==> src/rtl/lpc_win_pkg.sv <==
package lpc_win_pkg;
  localparam int HW = 16;
  localparam int AW = 2 * HW;
  localparam int DW = 32;

  localparam logic [7:0] OFF_CTL = 8'h80;
  localparam logic [7:0] OFF_STS = 8'h84;
  localparam logic [7:0] OFF_WIN = 8'h88;
  localparam logic [7:0] OFF_MSK = 8'h8C;

  localparam int CTL_EN_A = 8;
  localparam int CTL_EN_B = 10;
  localparam int STS_MODE = 17;

  localparam logic [DW-1:0] MODE_BIT  = DW'(1) << STS_MODE;
  localparam logic [DW-1:0] FLAG_BITS = ~MODE_BIT;

  typedef struct packed {
    logic [HW-1:0] loc_base;
    logic [HW-1:0] host_base;
    logic [HW-1:0] rep_mask;
    logic [HW-1:0] keep_mask;
  } win_cfg_t;
endpackage

==> src/rtl/lpc_win_regs.sv <==
module lpc_win_regs
  import lpc_win_pkg::*;
#(
  parameter int REG_AW = 8
) (
  input  logic              clk_i,
  input  logic              rst_ni,
  input  logic              we_i,
  input  logic [REG_AW-1:0] addr_i,
  input  logic [DW-1:0]     wdata_i,
  output logic [DW-1:0]     rdata_o,
  input  logic [DW-1:0]     evt_i,
  output logic              en_o,
  output logic              mode_o,
  output win_cfg_t          cfg_o
);
  logic [DW-1:0] ctl_q, sts_q, win_q, msk_q;
  logic [DW-1:0] sts_d, w1c, w1s;
  logic sel_ctl, sel_sts, sel_win, sel_msk, mapped;

  assign sel_ctl = (addr_i == REG_AW'(OFF_CTL));
  assign sel_sts = (addr_i == REG_AW'(OFF_STS));
  assign sel_win = (addr_i == REG_AW'(OFF_WIN));
  assign sel_msk = (addr_i == REG_AW'(OFF_MSK));
  assign mapped  = sel_ctl | sel_sts | sel_win | sel_msk;

  assign w1c   = (we_i && sel_sts) ? (wdata_i & FLAG_BITS) : '0;
  assign w1s   = (we_i && sel_sts) ? (wdata_i & MODE_BIT) : '0;
  // event wins over a same-cycle clear
  assign sts_d = (sts_q & ~w1c) | (evt_i & FLAG_BITS) | w1s;

  always_ff @(posedge clk_i or negedge rst_ni) begin
    if (!rst_ni) begin
      ctl_q <= '0;
      sts_q <= '0;
      win_q <= '0;
      msk_q <= '0;
    end else begin
      sts_q <= sts_d;
      if (we_i && sel_ctl) ctl_q <= wdata_i;
      if (we_i && sel_win) win_q <= wdata_i;
      if (we_i && sel_msk) msk_q <= wdata_i;
    end
  end

  always_comb begin
    rdata_o = '0;
    if (sel_ctl) rdata_o = ctl_q;
    if (sel_sts) rdata_o = sts_q;
    if (sel_win) rdata_o = win_q;
    if (sel_msk) rdata_o = msk_q;
  end

  assign en_o   = ctl_q[CTL_EN_A] & ctl_q[CTL_EN_B];
  assign mode_o = sts_q[STS_MODE];
  assign cfg_o  = '{loc_base:  win_q[DW-1:HW], host_base: win_q[HW-1:0],
                    rep_mask:  msk_q[DW-1:HW], keep_mask: msk_q[HW-1:0]};


  mode_sticky_chk: assert property (@(posedge clk_i) disable iff (!rst_ni)
    sts_q[STS_MODE] |=> sts_q[STS_MODE]);


  evt_sets_flag_chk: assert property (@(posedge clk_i) disable iff (!rst_ni)
    ((evt_i & FLAG_BITS) != '0) |=>
      ((sts_q & $past(evt_i & FLAG_BITS)) == $past(evt_i & FLAG_BITS)));


  unmapped_wr_chk: assert property (@(posedge clk_i) disable iff (!rst_ni)
    (we_i && !mapped) |=> ($stable(ctl_q) && $stable(win_q) && $stable(msk_q)));
endmodule

==> src/rtl/lpc_win_xlat.sv <==
module lpc_win_xlat
  import lpc_win_pkg::*;
(
  input  logic          en_i,
  input  win_cfg_t      cfg_i,
  input  logic [AW-1:0] addr_i,
  output logic          hit_o,
  output logic [AW-1:0] addr_o
);
  logic [HW-1:0] bit_ok;
  logic [HW-1:0] hi;

  for (genvar i = 0; i < HW; i++) begin : g_bit
    assign bit_ok[i] = cfg_i.keep_mask[i] | (addr_i[HW+i] == cfg_i.host_base[i]);
    // replace has priority over keep; neither gives 0
    assign hi[i] = cfg_i.rep_mask[i]  ? cfg_i.loc_base[i] :
                   cfg_i.keep_mask[i] ? addr_i[HW+i]      : 1'b0;
  end

  assign hit_o  = en_i & (&bit_ok);
  assign addr_o = {hi, addr_i[HW-1:0]};
endmodule

==> src/rtl/lpc_win_remap.sv <==
module lpc_win_remap
  import lpc_win_pkg::*;
#(
  parameter int REG_AW = 8
) (
  input  logic              clk_i,
  input  logic              rst_ni,
  input  logic              reg_we_i,
  input  logic [REG_AW-1:0] reg_addr_i,
  input  logic [31:0]       reg_wdata_i,
  output logic [31:0]       reg_rdata_o,
  input  logic [31:0]       sts_evt_i,
  output logic              mode_o,
  input  logic              req_valid_i,
  input  logic [31:0]       req_addr_i,
  output logic              rsp_valid_o,
  output logic              rsp_hit_o,
  output logic [31:0]       rsp_addr_o
);
  logic          en;
  win_cfg_t      cfg;
  logic          x_hit;
  logic [AW-1:0] x_addr;

  lpc_win_regs #(.REG_AW(REG_AW)) i_regs (
    .clk_i   (clk_i),
    .rst_ni  (rst_ni),
    .we_i    (reg_we_i),
    .addr_i  (reg_addr_i),
    .wdata_i (reg_wdata_i),
    .rdata_o (reg_rdata_o),
    .evt_i   (sts_evt_i),
    .en_o    (en),
    .mode_o  (mode_o),
    .cfg_o   (cfg)
  );

  lpc_win_xlat i_xlat (
    .en_i   (en),
    .cfg_i  (cfg),
    .addr_i (req_addr_i),
    .hit_o  (x_hit),
    .addr_o (x_addr)
  );

  always_ff @(posedge clk_i or negedge rst_ni) begin
    if (!rst_ni) begin
      rsp_valid_o <= 1'b0;
      rsp_hit_o   <= 1'b0;
      rsp_addr_o  <= '0;
    end else begin
      rsp_valid_o <= req_valid_i;
      rsp_hit_o   <= req_valid_i & x_hit;
      if (req_valid_i) rsp_addr_o <= x_addr;
    end
  end


  idle_no_hit_chk: assert property (@(posedge clk_i) disable iff (!rst_ni)
    !req_valid_i |=> (!rsp_valid_o && !rsp_hit_o));


  disabled_no_hit_chk: assert property (@(posedge clk_i) disable iff (!rst_ni)
    !en |=> !rsp_hit_o);


  low_pass_chk: assert property (@(posedge clk_i) disable iff (!rst_ni)
    req_valid_i |=> (rsp_addr_o[15:0] == $past(req_addr_i[15:0])));
endmodule

==> config.mk <==
export PLATFORM = sky130hd
export DESIGN_NAME = lpc_win_remap
export DESIGN_NICKNAME = d
export VERILOG_FILES = /design/src/rtl/lpc_win_pkg.sv /design/src/rtl/lpc_win_regs.sv /design/src/rtl/lpc_win_xlat.sv /design/src/rtl/lpc_win_remap.sv
export SDC_FILE = /design/constraint.sdc
export NUM_CORES = 1
export LEC_CHECK = 0
export CAP_MARGIN = 5
export CORE_ASPECT_RATIO = 1.1
export CORE_UTILIZATION = 50
export DETAILED_ROUTE_END_ITERATION = 16
export DONT_BUFFER_PORTS = 1
export GPL_ROUTABILITY_DRIVEN = 0
export PLACE_DENSITY = 0.69
export SLEW_MARGIN = 20
export SYNTH_ARGS = -nofsm -noshare
export SYNTH_HDL_FRONTEND = slang
export SYNTH_HIERARCHICAL = 1
export SYNTH_SLANG_ARGS = --single-unit
export TNS_END_PERCENT = 50
==> constraint.sdc <==
create_clock -name clk_i -period 5.1 [get_ports clk_i]
set_clock_uncertainty 0.2 [all_clocks]
set_input_delay 0.51 -clock clk_i [delete_from_list [all_inputs] [get_ports clk_i]]
set_output_delay 0.51 -clock clk_i [all_outputs]
set_load 0.005 [all_outputs]
==> metrics.cfg <==
[status]
outcome = completed

[run]
drv_cap = 0

[detailed_routing]
dr.first_iter.drc_count = 231
ant_nets = 0
wl_per_cell_microns = 24.6
vias = 4833
drt_first_pass_iters = 4
drc = 0
drt_wl_total_microns = 19900
routed_via_density = 5.97

[timing]
setup_violations = 0
slew_viol_final = 0
finalSetupTns_ps = 0
final-hold-violation-count = 0
layout_min_cycle_time_ps = 3520
fin_crit_sh = 0.690
rsz0062_at_grt = no
tightest_slew_ps = 788
relSlewSlack = 0.475
fmax_mhz = 284

[yosys]
yosysSeqAreaShare = 0.479
synth-compound-area-share = 0.0482
synth.distinct_cells = 28
synth_top_family_by_area = multiplexers
yosys_warnings = 6
syn_area_sq_um = 8460
yosysTopAreaCellShare = 0.479
ys_ff_latch = 162
synth_simple_gate_area_share = 0.0973
synth_area_leaders = dfrtp_1 48%, mux2_4 21%, mux4_2 8.5%
syn_inst = 593
synth_fa_ha_area_frac = 0
muxShareOfSynthArea = 0.308
yosysTopAreaCell = dfrtp_1
synth_xor_area_frac = 0.0166
synth_fp_nets = 701
avgSynthCellArea_sq_um = 14.3

[min_path]
hp-class = input port to register

[floorplanning]
die_x_microns = 126
core_sq_um = 16400
rows = 49
ios = 175
die_h_microns = 138
start_util = 0.515
dieArea_sq_um = 17400

[critical_path]
setup.worst_path.start_class = input port
end_kind = primary output
max_stage_delay_ps = 940
critical_path_class = input port to primary output
crit_chain = or4b_2, buf_4, or2_2, nor2b_1
worstPathRequired_ps = 4390
critical_path.slowest_cell = or4b_2
cp_max_fo = 32
worst-endpoint-arrival_ps = 2810
crit_family = simple AND/OR/NAND/NOR gates
path_buf_inv = 1

[power]
p_leak_nw = 4.19
vdd_drop_max_uv = 237
p_per_area_nw_per_um2 = 311
finalPower_mw = 2.88

[grt]
grt_usage = 0.243
grt_pass1_wl_microns = 31800
grt_overflow_total = 0
grt_max_degree = 163
antenna_found_initial = 0
grt_pass1_vias = 5306

[clock_tree]
clkLatencyLatePin_ps = 430
path_clk_slew_ps = 60
ctsResizeCount = 0
root_buffer = clkbuf_16
clk_path_buf_depth = 2
htreeDepth = 4
cts_tree = built
cts_sinks = 162
numCtsBuffers = 17

[layout]
drive_gt1_frac = 0.331
fillers = 1335
final_cell_area_sq_um = 9250
diodes = 0
area_delta_synth_final_pct = 9.38
postLayoutCoreUtil = 0.563
fin_nets = 701
stdcell_count = 809

[placement]
dp.cells = 743
dp_hpwl_microns = 12500
io_buffers = 0
placed_cell_area_sq_um = 8320

-- power by group --
| part | switching (mW) | internal [mW] | leakage (nW) |
|---|---|---|---|
| combinational | 0.0817 | 0.158 | 1.87 |
| clock | 0.512 | 0.741 | 0.279 |
| sequential | 0.0464 | 1.34 | 2.04 |
| total | 0.640 | 2.24 | 4.19 |
-- state kept, by name, summed over array words and instances, names as in the netlist --
signal,count
rsp_valid_o,1
i_regs/ctl_q,32
i_regs/sts_q,32
i_regs/win_q,32
rsp_addr_o,32
rsp_hit_o,1
i_regs/msk_q,32
-- worst reg2reg max path, cell delays in order, from the launching register on --
cell	delay, ps
dfrtp_1	420
xnor2_1	280
o22ai_1	120
or4_1	570
nor4_2	140
and2_1	150
-- cell type report --
class	instances	area, sq um	share of cell area
multi-input combinational	373	3980	0.430
clock buffer	21	460	0.0498
tap	204	255	0.0276
inverter	1	3.75	0.000406
sequential	162	4050	0.438
clock inverter	10	109	0.0118
timing repair buffer	38	390	0.0422
-- timing repair --
action	4_1_cts	5_1_grt
setup buffers	0	0
endpoints found under the hold margin	195	0
hold buffers	35	0
-- metal layers --
layer,routed length [microns],share of wire,up-vias,global-route usage
met5,0,0,-,0
met4,352,0.018,0,0.0799
met3,1430,0.072,23,0.0650
met1,8570,0.43,2510,0.331
met2,9590,0.48,181,0.378
li1,-,-,2119,-
-- cell usage after synthesis --
cell type and number:
o22ai_1 7, nand2_1 33, buf_12 3, clkbuf_1 17, or3_1 1, nand2b_1 63, and2_1 2, buf_4 16
mux2_4 119, mux4_2 32, or2_2 2, buf_2 1, or4_4 3, nor2_1 1, a21o_1 1, or4_1 1
nor2b_1 32, or4b_1 1, buf_1 7, buf_6 13, o21ai_0 17, xnor2_1 16, nor4_1 1, mux2_2 9
o41ai_1 31, inv_1 1, nor4_2 1, dfrtp_1 162
-- path summary, 6_finish.rpt --
check / start / endpoint / slack, ps / cells past startpoint
worst max-delay path: reg_addr_i[1] / reg_rdata_o[12] / 1580 / 4
worst min-delay path: reg_wdata_i[4] / i_regs/ctl_q[4] / 20 / 1
worst max register to register: i_regs/win_q[13] / rsp_hit_o / 3170 / 5
worst min register to register: i_regs/sts_q[18] / i_regs/sts_q[18] / 300 / 2
max in group asynchronous: rst_ni / i_regs/msk_q[0] / 3540 / 2
min in group asynchronous: rst_ni / rsp_addr_o[5] / 600 / 2
-- logic make-up after synthesis --
group | after synthesis
compound gates | 56
mux | 160
flops | 162
simple gates | 141
xor+xnor | 16
buf+inv | 58
-- stage by stage --
| step | hold slack [ps] | worst slack [ps] |
|---|---|---|
| 2_1_floorplan | 14.4 | 2390 |
| 3_5_place_dp | 17.7 | 1620 |
| 6_report | 23.7 | 1580 |
| 3_3_place_gp | 17.5 | 1620 |
| 4_1_cts | 11.1 | 1610 |
| 5_1_grt | 14.1 | 1530 |
-- cell usage in the layout, fill, tap and decap left out --
master	instances
dfrtp_1	162
mux2_4	119
nand2b_1	63
dlygate4sd3_1	34
nand2_1	33
mux4_2	32
nor2b_1	32
o41ai_1	31
clkbuf_16	17
o21ai_0	17
xnor2_1	16
mux2_2	9
o22ai_1	7
clkinv_2	5
or4_4	3
buf_4	3
and2_1	2
clkbuf_8	2
clkinvlp_4	2
bufinv_16	2
clkbuf_1	2
or2_2	2
inv_6	1
buf_16	1
or4b_2	1
nor4_1	1
a21o_1	1
inv_1	1
nor2_1	1
or3_1	1
or4_1	1
nor4_2	1
Note: power is estimated with default switching activity, not from simulation.
